--- src/rtl/sdram_col_gen.sv ---
module sdram_col_gen #(
  parameter int COL_W = 8
) (
  input  logic             clk,
  input  logic             rst_n,
  input  logic             load,
  input  logic [COL_W-1:0] start_col,
  input  logic [2:0]       bl_sel,
  input  logic             interleave,
  input  logic             advance,
  input  logic             terminate,
  output logic [COL_W-1:0] col,
  output logic             beat_valid,
  output logic             last_beat
);

  logic             active, fp_q, il_q;
  logic [COL_W-1:0] base, cnt, mask_q, new_mask, low;
  logic             at_end;

  assign new_mask   = bl_sel[2] ? {COL_W{1'b1}} : ~({COL_W{1'b1}} << bl_sel[1:0]);
  assign low        = il_q ? (base ^ cnt) : (base + cnt);
  assign col        = (base & ~mask_q) | (low & mask_q);
  assign at_end     = !fp_q && (cnt == mask_q);
  assign beat_valid = active && advance && !load && !terminate;
  assign last_beat  = beat_valid && at_end;

  always_ff @(posedge clk) begin
    if (!rst_n) begin
      active <= 1'b0;
      fp_q   <= 1'b0;
      il_q   <= 1'b0;
      base   <= '0;
      cnt    <= '0;
      mask_q <= '0;
    end else if (load) begin
      active <= 1'b1;
      base   <= start_col;
      cnt    <= '0;
      fp_q   <= bl_sel[2];
      il_q   <= interleave && !bl_sel[2];
      mask_q <= new_mask;
    end else if (terminate) begin
      active <= 1'b0;
    end else if (beat_valid) begin
      if (at_end) active <= 1'b0;
      else        cnt    <= cnt + 1'b1;
    end
  end

  assert_last_valid_R7: assert property (@(posedge clk) disable iff (!rst_n)
    last_beat |-> beat_valid);

  assert_end_after_last_R2: assert property (@(posedge clk) disable iff (!rst_n)
    last_beat |=> !beat_valid);

  assert_term_stops_R9: assert property (@(posedge clk) disable iff (!rst_n)
    (terminate && !load) |=> !beat_valid);

  assert_stall_hold_R10: assert property (@(posedge clk) disable iff (!rst_n)
    (active && !advance && !load && !terminate) |=> $stable(col));

  assert_load_col_R8: assert property (@(posedge clk) disable iff (!rst_n)
    load |=> (col == $past(start_col)));

endmodule

--- config.mk ---
export PLATFORM = sky130hd
export DESIGN_NAME = sdram_col_gen
export DESIGN_NICKNAME = d
export VERILOG_FILES = /design/src/rtl/sdram_col_gen.sv
export SDC_FILE = /design/constraint.sdc
export NUM_CORES = 1
export LEC_CHECK = 0
export ABC_CLOCK_PERIOD_IN_PS = 2700
export BUFFER_PORTS_ARGS = -buffer_cell sky130_fd_sc_hd__buf_2
export CELL_PAD_IN_SITES_DETAIL_PLACEMENT = 1
export CELL_PAD_IN_SITES_GLOBAL_PLACEMENT = 2
export CORE_MARGIN = 3
export CORE_UTILIZATION = 32
export DETAILED_ROUTE_END_ITERATION = 8
export MAX_ROUTING_LAYER = met4
export PLACE_DENSITY_LB_ADDON = 0.08
export SLEW_MARGIN = 20
export SYNTH_ARGS = -nofsm -noshare
export SYNTH_HDL_FRONTEND = slang
export SYNTH_SLANG_ARGS = --single-unit
--- constraint.sdc ---
create_clock -name clk -period 2.7 [get_ports clk]
set_clock_uncertainty 0.05 [all_clocks]
set_input_delay 0.405 -clock clk [delete_from_list [all_inputs] [get_ports clk]]
set_output_delay 0.405 -clock clk [all_outputs]
set_load 0.01 [all_outputs]
======== Word-level counts from Yosys, hierarchy flattened ========
Index checks and enable logic that the tools add are counted.
storage, ports and cells
  flip-flop bits (word level) ............. 27
  input port bits ......................... 17
cells by class
  muxes and demuxes ....................... 6
  shift-type cells ........................ 1
  add/sub/neg operators ................... 2
  bitwise operators ....................... 9
  reduce and logical (&&, ||, !) cells .... 15
  eq/ne operators ......................... 1
operators by type and width
  kind                   number
  $and A8 B8 Y8          2
  $mux W8                2
  $not A8 Y8             2
  $add A8 B1 Y8 const B  1
  $add A8 B8 Y8          1
  $eq A8 B8 Y1           1
  $or A8 B8 Y8           1
  $shl A8 B2 Y8 const A  1
  $xor A8 B8 Y8          1
  $logic_and A1 B1 Y1    6
  $reduce_bool A3 Y1     2
  $logic_not A1 Y1       4
  $mux W1                4
  $not A1 Y1             3
  $reduce_and A3 Y1      1
  $reduce_and A2 Y1      1
  $reduce_or A2 Y1       1

======== Longest topological paths before layout ========
Gate-level depths: netlist of the first run.
  depth in word-level cells ............... 6
  depth in mapped cells ................... 8
  depth with buffers taken out ............ 8

======== Least setup slack after synthesis of the first run ========
Ideal clock, no wire load.
  path kind ............................... register to output
  from .................................... reg cnt[1]
  to ...................................... out col[7]
  data arrival time ....................... 1.758 ns
  slack ................................... 0.487 ns
  stages on the path, launching flop included .. 7
  path buffers ............................ 0
  cells stage by stage .................... dfxtp_1 ha_1 a211oi_1 nor3_1 a311oi_1 mux2i_1 xor2_1
between the ends
  cells in the longest elaborated chain, start to end .. 4
RTL lines
  element                 RTL line  text
  start, declared         18        logic [COL_W-1:0] base, cnt, mask_q, new_mask, low;
  start signal, assigned  47        else cnt <= cnt + 1'b1;
  $add A8 B8 Y8           22        assign low = il_q ? (base ^ cnt) : (base + cnt);
  $mux W8                 22
  $and A8 B8 Y8           23        assign col = (base & ~mask_q) | (low & mask_q);
  $or A8 B8 Y8            23
  end, declared           12        output logic [COL_W-1:0] col,
No other way between the ends.

======== Worst setup path after layout of the first run ========
  from .................................... reg cnt[0]
  to ...................................... out col[6]
The elaborated chain is that of the path after synthesis.

==> impl_metrics.tcl, run 1 <==
set metrics [dict create \
    clock_path_buffers 2 \
    worstHoldStart "start_col[2]" \
    yosysUniqueCellTypes 40 \
    irDropWorstVdd_uv 304 \
    cts_tree "built" \
    regToRegStartpoint "mask_q[6]" \
    synth_cells 159 \
    period_needed_ns 2.52 \
    synth_top_area_cell "dfxtp_1" \
    drv_cap 0 \
    total_power_mw 0.771 \
    fillers 502 \
    hold-worst-slack_ns 0.347 \
    wl_per_cell_um 15.2 \
    dieArea_mm2 0.00515 \
    postCtsResizedCells 0 \
    cts_buffers 3 \
    cp_slowest_cell "fa_1" \
    vias_per_cell 5.23 \
    routed_wl_um 3610 \
    syn_avg_cell_area_um2 8.71 \
    place_hpwl_um 2760 \
    postRouteAntennaNets 0 \
    synth_fp_nets 185 \
    fin_crit_sh_pct 93.5 \
    dr.pass1.iters 4 \
    grt_pass1_vias 1327 \
    finalHoldViolations 0 \
    worstPathArrival_ns 2.07 \
    synth_edf_count 0 \
    crit_required_ns 2.25 \
    muxShareOfSynthArea_pct 9.58 \
    synth-async-reset-ratio_pct 0 \
    cts.sinks 22 \
    synth_ff_type "dfxtp_1" \
    worst_pin_slew_ns 0.501 \
    initial_core_util_pct 33.9 \
    critPathLaunch "cnt[0]" \
    postCtsSetupBuffers 0 \
    portBuffers 26 \
    path_max_fanout 2 \
    synth_top_area_share_pct 31.8 \
    synth_fa_ha_area_share_pct 8.67 \
    maxSlewHeadroom_pct 66.5 \
    clk_latency_ns 0.26 \
    antenna_cells 0 \
    grt_usage_pct 15.5 \
    die-width_um 71.8 \
    nNetsFinal 214 \
    power_density_mw_per_mm2 455 \
    synth_common_cells "dfxtp_1 (22), nor2_1 (17), nor2b_1 (12)" \
    synth-seq-cells 22 \
    grt_max_degree 22 \
    critical_path_class "reg2out" \
    yosys.area_share.simple_pct 25.6 \
    cp-start-kind "flop" \
    place_congestion 0.858 \
    core_area_mm2 0.00409 \
    critPathCaptureType "output pin" \
    synth.most_common_cell "dfxtp_1" \
    synth_compound_area_share_pct 13.2 \
    fp-row-count 23 \
    synth-xor-area-share_pct 8.22 \
    grt_overflow 0 \
    min_path_type "in2reg" \
    p_leak_nw 0.720 \
    maxSlewViolCount 0 \
    syn2layout_area_growth_pct 22.4 \
    setup_viol 0 \
    vias 1239 \
    synth_warnings 0 \
    grt_pass1_wl_um 6090 \
    postCtsHoldBufs 0 \
    drc_errors 0 \
    antenna_found_initial 0 \
    max_freq_mhz 396 \
    crit_chain "ha_2, inv_1, fa_1, nor2b_1, o21ai_1, a21oi_1, nor3_1, nand3b_1, buf_2" \
    seq_area_frac_synth_pct 31.8 \
    cts.htree.levels 1 \
    crit_family "adder cells" \
    first_iter_violations 30 \
    path_clk_slew_ns 0.08 \
    syn_area_mm2 0.00139 \
    ios 27 \
    cts-root-buf "clkbuf_8" \
    cp_num_buf_inv 2 \
    synth_area_leaders "dfxtp_1 (32%), mux2i_1 (7.9%), ha_1 (7.2%), nor2b_1 (5.4%), nor2_1 (4.6%)" \
    crit_path_max_incr_delay_ns 0.40 \
    status "finished, final reports clean" \
    die_y_um 71.8 \
    drive_above_1_share_pct 27.8 \
    synth_top_family_by_area "simple AND/OR/NAND/NOR gates" \
]
[stage by stage]
| stage | setup WS [ns] | instance area [um^2] | std cells | utilization (%) | setup TNS [ns] |
|---|---|---|---|---|---|
| final | 0.176 | 1700 | 237 | 41.5 | 0 |
| after floorplan | 0.487 | 1390 | 159 | - | 0 |
| after detailed placement | 0.396 | 1580 | 233 | 38.7 | 0 |
| after global routing | -0.00973 | 1700 | 237 | 41.5 | -0.00973 |
| after global placement | 0.367 | 1580 | 233 | 38.7 | 0 |
| after CTS | 0.0532 | 1650 | 237 | 40.4 | 0 |
[state kept, by name, indices dropped and copies added (netlist names)]
signal / cells
base: 8
cnt: 8
mask_q: 4
active: 1
il_q: 1
[cells by family (layout without fill, tap and decap cells)]
| family | after synthesis | in the layout |
|---|---|---|
| AO/OA/AOI/OAI | 29 | 29 |
| flip-flops | 22 | 22 |
| AND/OR/NAND/NOR | 63 | 63 |
| multiplexers | 13 | 13 |
| buffers and inverters | 10 | 38 |
| adder cells (fa/ha/maj) | 9 | 9 |
| XOR/XNOR | 13 | 13 |
[tightest hold or removal path, delay by kind of cell]
family                 cells  cell delay, ns
muxes                      1            0.06
and+or+nand+nor            1            0.09
buffers and inverters      1            0.08
[power by group]
group          internal [mW]  switching (mW)
logic                 0.0514          0.0554
registers              0.338          0.0156
clock network          0.198           0.113
[routing by layer]
layer	GRT usage (%)	vias to the layer above	wire length, um
met5	-	-	0
met3	3.93	6	165
met1	17.6	593	1630
li1	-	613	-
met2	27.1	27	1750
met4	3.76	0	71
[layout by cell type (no fill, tap or decap), types with 5 or more instances in the layout]
master | Yosys | layout
nand3_1 | 5 | 5
mux2i_1 | 11 | 11
xnor2_1 | 7 | 7
dfxtp_1 | 22 | 18
buf_2 | 2 | 26
nor2b_1 | 12 | 12
xor2_1 | 6 | 6
a21oi_1 | 11 | 11
ha_1 | 8 | 5
nand2_1 | 7 | 7
o21ai_0 | 8 | 7
nor2_1 | 17 | 17
[final cells by class]
type	instances	area, um^2	area share [%]
clock buffers	3	41.3	2.44
multi-input cells	127	941	55.5
well taps	50	62.6	3.69
flip-flops and latches	22	445	26.3
clock inverters	1	30.0	1.77
repair buffers	30	160	9.45
inverters	4	15.0	0.886
[path summary, 6_finish.rpt]
| path | endpoint | slack (ns) | cells past startpoint |
|---|---|---|---|
| min | base[2] | 0.35 | 3 |
| min reg2reg | cnt[4] | 0.46 | 2 |
| max | col[6] | 0.18 | 9 |
| max reg2reg | cnt[3] | 1.01 | 5 |
Power figures use the tool's default switching activity.
==> inputs of run 2 (changes only) <==
ABC_CLOCK_PERIOD_IN_PS = 2400   (was 2700)
clock period = 2.4 ns   (was 2.7 ns; I/O delays follow)
==> run 2 against run 1 <==
Effect of this change: critical path depth is 2 lower; register-to-register slack worse by 0.32 ns; cell area is 5.0% higher; setup slack worse by 0.15 ns; largest cell class unchanged.
==> impl_metrics.tcl, run 2 (same netlist as run 1, synthesis figures left out) <==
set metrics [dict create \
    clock_path_buffers 2 \
    fin_cells 238 \
    power_frac_clock_pct 35.1 \
    grt_max_degree 22 \
    portBuffers 26 \
    vias_per_cell 5.17 \
    antenna_found_initial 0 \
    cts.htree.levels 1 \
    grt_overflow 0 \
    antenna_cells 0 \
    postRouteAntennaNets 0 \
    irDropWorstVdd_uv 241 \
    first_iter_violations 33 \
    place_hpwl_um 2800 \
    power_switching_share_pct 27.3 \
    drive_above_1_share_pct 38.3 \
    post_dp_cell_area_mm2 0.00157 \
    worst_pin_slew_ns 0.516 \
    crit_required_ns 1.99 \
    cts-root-buf "clkbuf_8" \
    die-width_um 71.8 \
    maxSlewViolCount 0 \
    crit_chain "ha_4, a211oi_4, nor3_2, a311oi_2, mux2i_1, xor2_1, buf_2" \
    initial_core_util_pct 33.9 \
    total_power_mw 0.808 \
    dieArea_mm2 0.00515 \
    cts_tree "built" \
    power_density_mw_per_mm2 454 \
    dr.pass1.iters 4 \
    critical_path_class "reg2out" \
    wl_per_cell_um 16.2 \
    dpl.cell_count 232 \
    grt_usage_pct 16.4 \
    worst_slack_ns 0.0234 \
    final_common_cell "buf_2" \
    drv_cap 0 \
    layout_common_cells "buf_2 (26), nor2_1 (17), nor2b_1 (11), mux2i_1 (11)" \
    max_freq_mhz 421 \
    maxSlewHeadroom_pct 65.5 \
    cp_slowest_cell "dfxtp_2" \
    critPathCaptureType "output pin" \
    vias 1230 \
    p_leak_nw 0.720 \
    syn2layout_area_growth_pct 28.5 \
    place_worst_setup_slack_ns 0.104 \
    cts_buffers 3 \
    fin_util_pct 43.6 \
    status "finished, final reports clean" \
    clk_latency_ns 0.27 \
    p_sw_mw 0.221 \
    routed_wl_um 3870 \
    cts.sinks 22 \
    crit_path_max_incr_delay_ns 0.35 \
    grt_pass1_vias 1324 \
    ios 27 \
    rsz0062_at_grt "yes" \
    grt_pass1_wl_um 6390 \
    worstPathArrival_ns 1.97 \
    top_regs "base (8), cnt (8), mask_q (4)" \
    setup_viol 0 \
    cp-start-kind "flop" \
    die_y_um 71.8 \
    cp_num_buf_inv 1 \
    place_congestion 0.803 \
    drc_errors 0 \
    path_max_fanout 2 \
    nNetsFinal 215 \
    core_area_mm2 0.00409 \
    min_path_type "in2reg" \
    period_needed_ns 2.38 \
    crit_family "compound AO/OA/AOI/OAI gates" \
    pwr-share-seq_pct 49.3 \
    finalHoldViolations 0 \
    stdcell_area_mm2 0.00178 \
    pwr-share-comb_pct 15.6 \
    path_clk_slew_ns 0.09 \
    fin_crit_sh_pct 99.0 \
    internal_power_mw 0.588 \
    fp-row-count 23 \
]
## run 2: routing by layer
metal	global-route usage, %	part of all wire, %	wire [um]
met5	-	0	0
met3	2.24	3.5	134
met4	5.01	1.2	47
met1	18.7	44	1720
met2	29.6	51	1970
## run 2: tightest hold or removal path, delay by kind of cell
| kind | cells | cell delay, ns |
|---|---|---|
| AND/OR/NAND/NOR | 1 | 0.09 |
| multiplexers | 1 | 0.05 |
| buffers and inverters | 1 | 0.08 |
## run 2: power groups by stage
stage                     Combinational [mW]  Sequential, mW  Clock [mW]
after floorplan                       0.0813           0.397           0
after global placement                 0.114           0.406           0
after detailed placement               0.118           0.407           0
after CTS                              0.126           0.400       0.294
after global routing                   0.141           0.401       0.305
final                                  0.126           0.398       0.284
## run 2: repair_timing
item / in CTS / in global routing
hold buffers: 0 / 0
hold endpoints to repair: 0 / 0
buffers inserted: 2 / 0
pin swaps: 9 / 5
endpoints found under the setup margin: 4 / 4
resized for setup: 26 / 11
## run 2: worst paths after layout
kind / startpoint / end / slack (ns) / cells after the start
max: cnt[1] / col[7] / 0.02 / 7
min: start_col[5] / base[5] / 0.29 / 3
min reg2reg: cnt[4] / cnt[4] / 0.49 / 2
max reg2reg: mask_q[6] / cnt[3] / 0.69 / 5
## run 2: area by class of cell
class	instances	area, um^2
Inverter	4	15.0
Sequential cell	22	460
Clock buffer	4	55.1
Multi-Input combinational cell	127	1020
Tap cell	50	62.6
Timing Repair Buffer	31	171
Fill cell	490	2310
## run 2: stage by stage
step / setup TNS [ns] / hold slack [ns]
floorplan: 0 / 0.433
global placement: 0 / 0.470
detailed placement: 0 / 0.481
CTS: -0.0525 / 0.294
global route: -0.237 / 0.318
finish: 0 / 0.294
==> inputs of run 3 (changes only) <==
GPL_TIMING_DRIVEN = 0   (was default)
==> run 3 against run 2 <==
Effect of this change: first-iteration DRC count is 30% lower; clock power decreased by 2%; wire length down 5.4%; worst hold slack gained 0.0013 ns; setup slack gained 0.0098 ns; sequential power is 2% lower; combinational power increased by 9.5%; count of clock-buffer cells in the layout did not move; cell count is 2.1% higher; sequential share of layout area down 0.094 points; non-clock buffer count grew 5; cell area up 3.1%.
==> impl_metrics.tcl, run 3 (same netlist as run 1, synthesis figures left out) <==
set metrics [dict create \
    worst_pin_slew_ns 0.460 \
    path_max_fanout 2 \
    rsz0062_at_grt "yes" \
    grt_pass1_vias 1360 \
    final_common_cell "buf_2" \
    fin_crit_sh_pct 98.6 \
    vias 1261 \
    finalHoldViolations 0 \
    grt_overflow 0 \
    wl_per_cell_um 15.1 \
    place_congestion 0.844 \
    top_layer_used "met4" \
    worstPathArrival_ns 1.96 \
    grt_pass1_wl_um 6270 \
    grt_usage_pct 15.8 \
    wl_met3_um 158 \
    p_leak_nw 0.733 \
    postRouteAntennaNets 0 \
    maxSlewViolCount 0 \
    antenna_found_initial 0 \
    fillers 472 \
    stdcell_area_mm2 0.00184 \
    post_dp_cell_area_mm2 0.00158 \
    wl_met1_um 1610 \
    path_clk_slew_ns 0.09 \
    cts_buffers 3 \
    setup_viol 0 \
    die-width_um 71.8 \
    core_area_mm2 0.00409 \
    die_y_um 71.8 \
    power_density_mw_per_mm2 438 \
    dr.pass1.iters 4 \
    multi_input_area_mm2 0.00104 \
    syn2layout_area_growth_pct 32.5 \
    fin_util_pct 44.9 \
    met2_wirelength_um 1840 \
    initial_core_util_pct 33.9 \
    layout_common_cells "buf_2 (27), nor2_1 (16), nor2b_1 (12)" \
    top_regs "base (8), cnt (8), mask_q (4)" \
    critPathCaptureType "output pin" \
    antenna_cells 0 \
    routed_wl_um 3660 \
    drive_above_1_share_pct 39.4 \
    total_power_mw 0.805 \
    cp-start-kind "flop" \
    irDropWorstVdd_uv 348 \
    crit_required_ns 1.99 \
    ios 27 \
    drc_errors 0 \
    status "finished, final reports clean" \
    clock_path_buffers 2 \
    seq_area_um2 473 \
    grt_max_degree 13 \
    portBuffers 26 \
    drv_cap 0 \
    first_iter_violations 23 \
    fp-row-count 23 \
    clk_latency_ns 0.27 \
    place_hpwl_um 2770 \
    hold-worst-slack_ns 0.295 \
    vias_per_cell 5.19 \
    critical_path_class "reg2out" \
    cts.htree.levels 1 \
    cts-root-buf "clkbuf_8" \
    cts.sinks 22 \
    dpl.cell_count 235 \
    fin_cells 243 \
    period_needed_ns 2.37 \
    nNetsFinal 220 \
    min_path_type "in2reg" \
    cts_tree "built" \
    dieArea_mm2 0.00515 \
    max_freq_mhz 423 \
    maxSlewHeadroom_pct 69.3 \
]
[run 3: metal layers]
metal / vias to the layer above / track usage, %
met3: 4 / 3.23
met1: 603 / 18.1
li1: 627 / -
met5: - / -
met4: 0 / 3.97
met2: 27 / 28.0
[run 3: final cells by class]
class,count,share of cell area [%]
Multi-Input combinational cell,127,56.5
Clock buffer,4,3.00
Tap cell,50,3.41
Buffer,6,1.43
Timing Repair Buffer,30,9.07
Inverter,4,0.818
Sequential cell,22,25.8
[run 3: worst paths after layout]
path / cells past startpoint / from / to / slack, ns
max: 8 / base[1] / col[5] / 0.03
min: 3 / start_col[6] / base[6] / 0.29
max reg2reg: 5 / cnt[5] / cnt[1] / 0.83
min reg2reg: 2 / cnt[3] / cnt[3] / 0.49
[run 3: report_power, final]
part	total, mW	leakage, nW	switching, mW	internal, mW
logic	0.138	0.516	0.0691	0.0684
registers	0.390	0.188	0.0158	0.374
clock network	0.277	0.0288	0.131	0.147
total	0.805	0.733	0.216	0.589
[run 3: metrics by stage]
step	setup WS (ns)	TNS (ns)
2_1_floorplan	0.232	0
3_3_place_gp	-0.147	-0.158
3_5_place_dp	-0.101	-0.147
4_1_cts	-0.0601	-0.101
5_1_grt	-0.0853	-0.250
6_report	0.0332	0
[run 3: critical path, cell delays in order, from the launching register on]
cell and delay (ns):
dfxtp_4 0.36, ha_4 0.25, a211oi_4 0.23, buf_4 0.15
nor2_2 0.04, a31oi_1 0.19, xnor2_1 0.09, mux2_4 0.26
buf_6 0.12
[run 3: what timing repair did]
action / in CTS / in global routing
gates resized for setup: 28 / 17
pin swaps: 8 / 8
setup endpoints to repair: 7 / 4
hold endpoints to repair: 0 / 0
setup buffers: 4 / 0
cloned: 0 / 0
hold buffers: 0 / 0
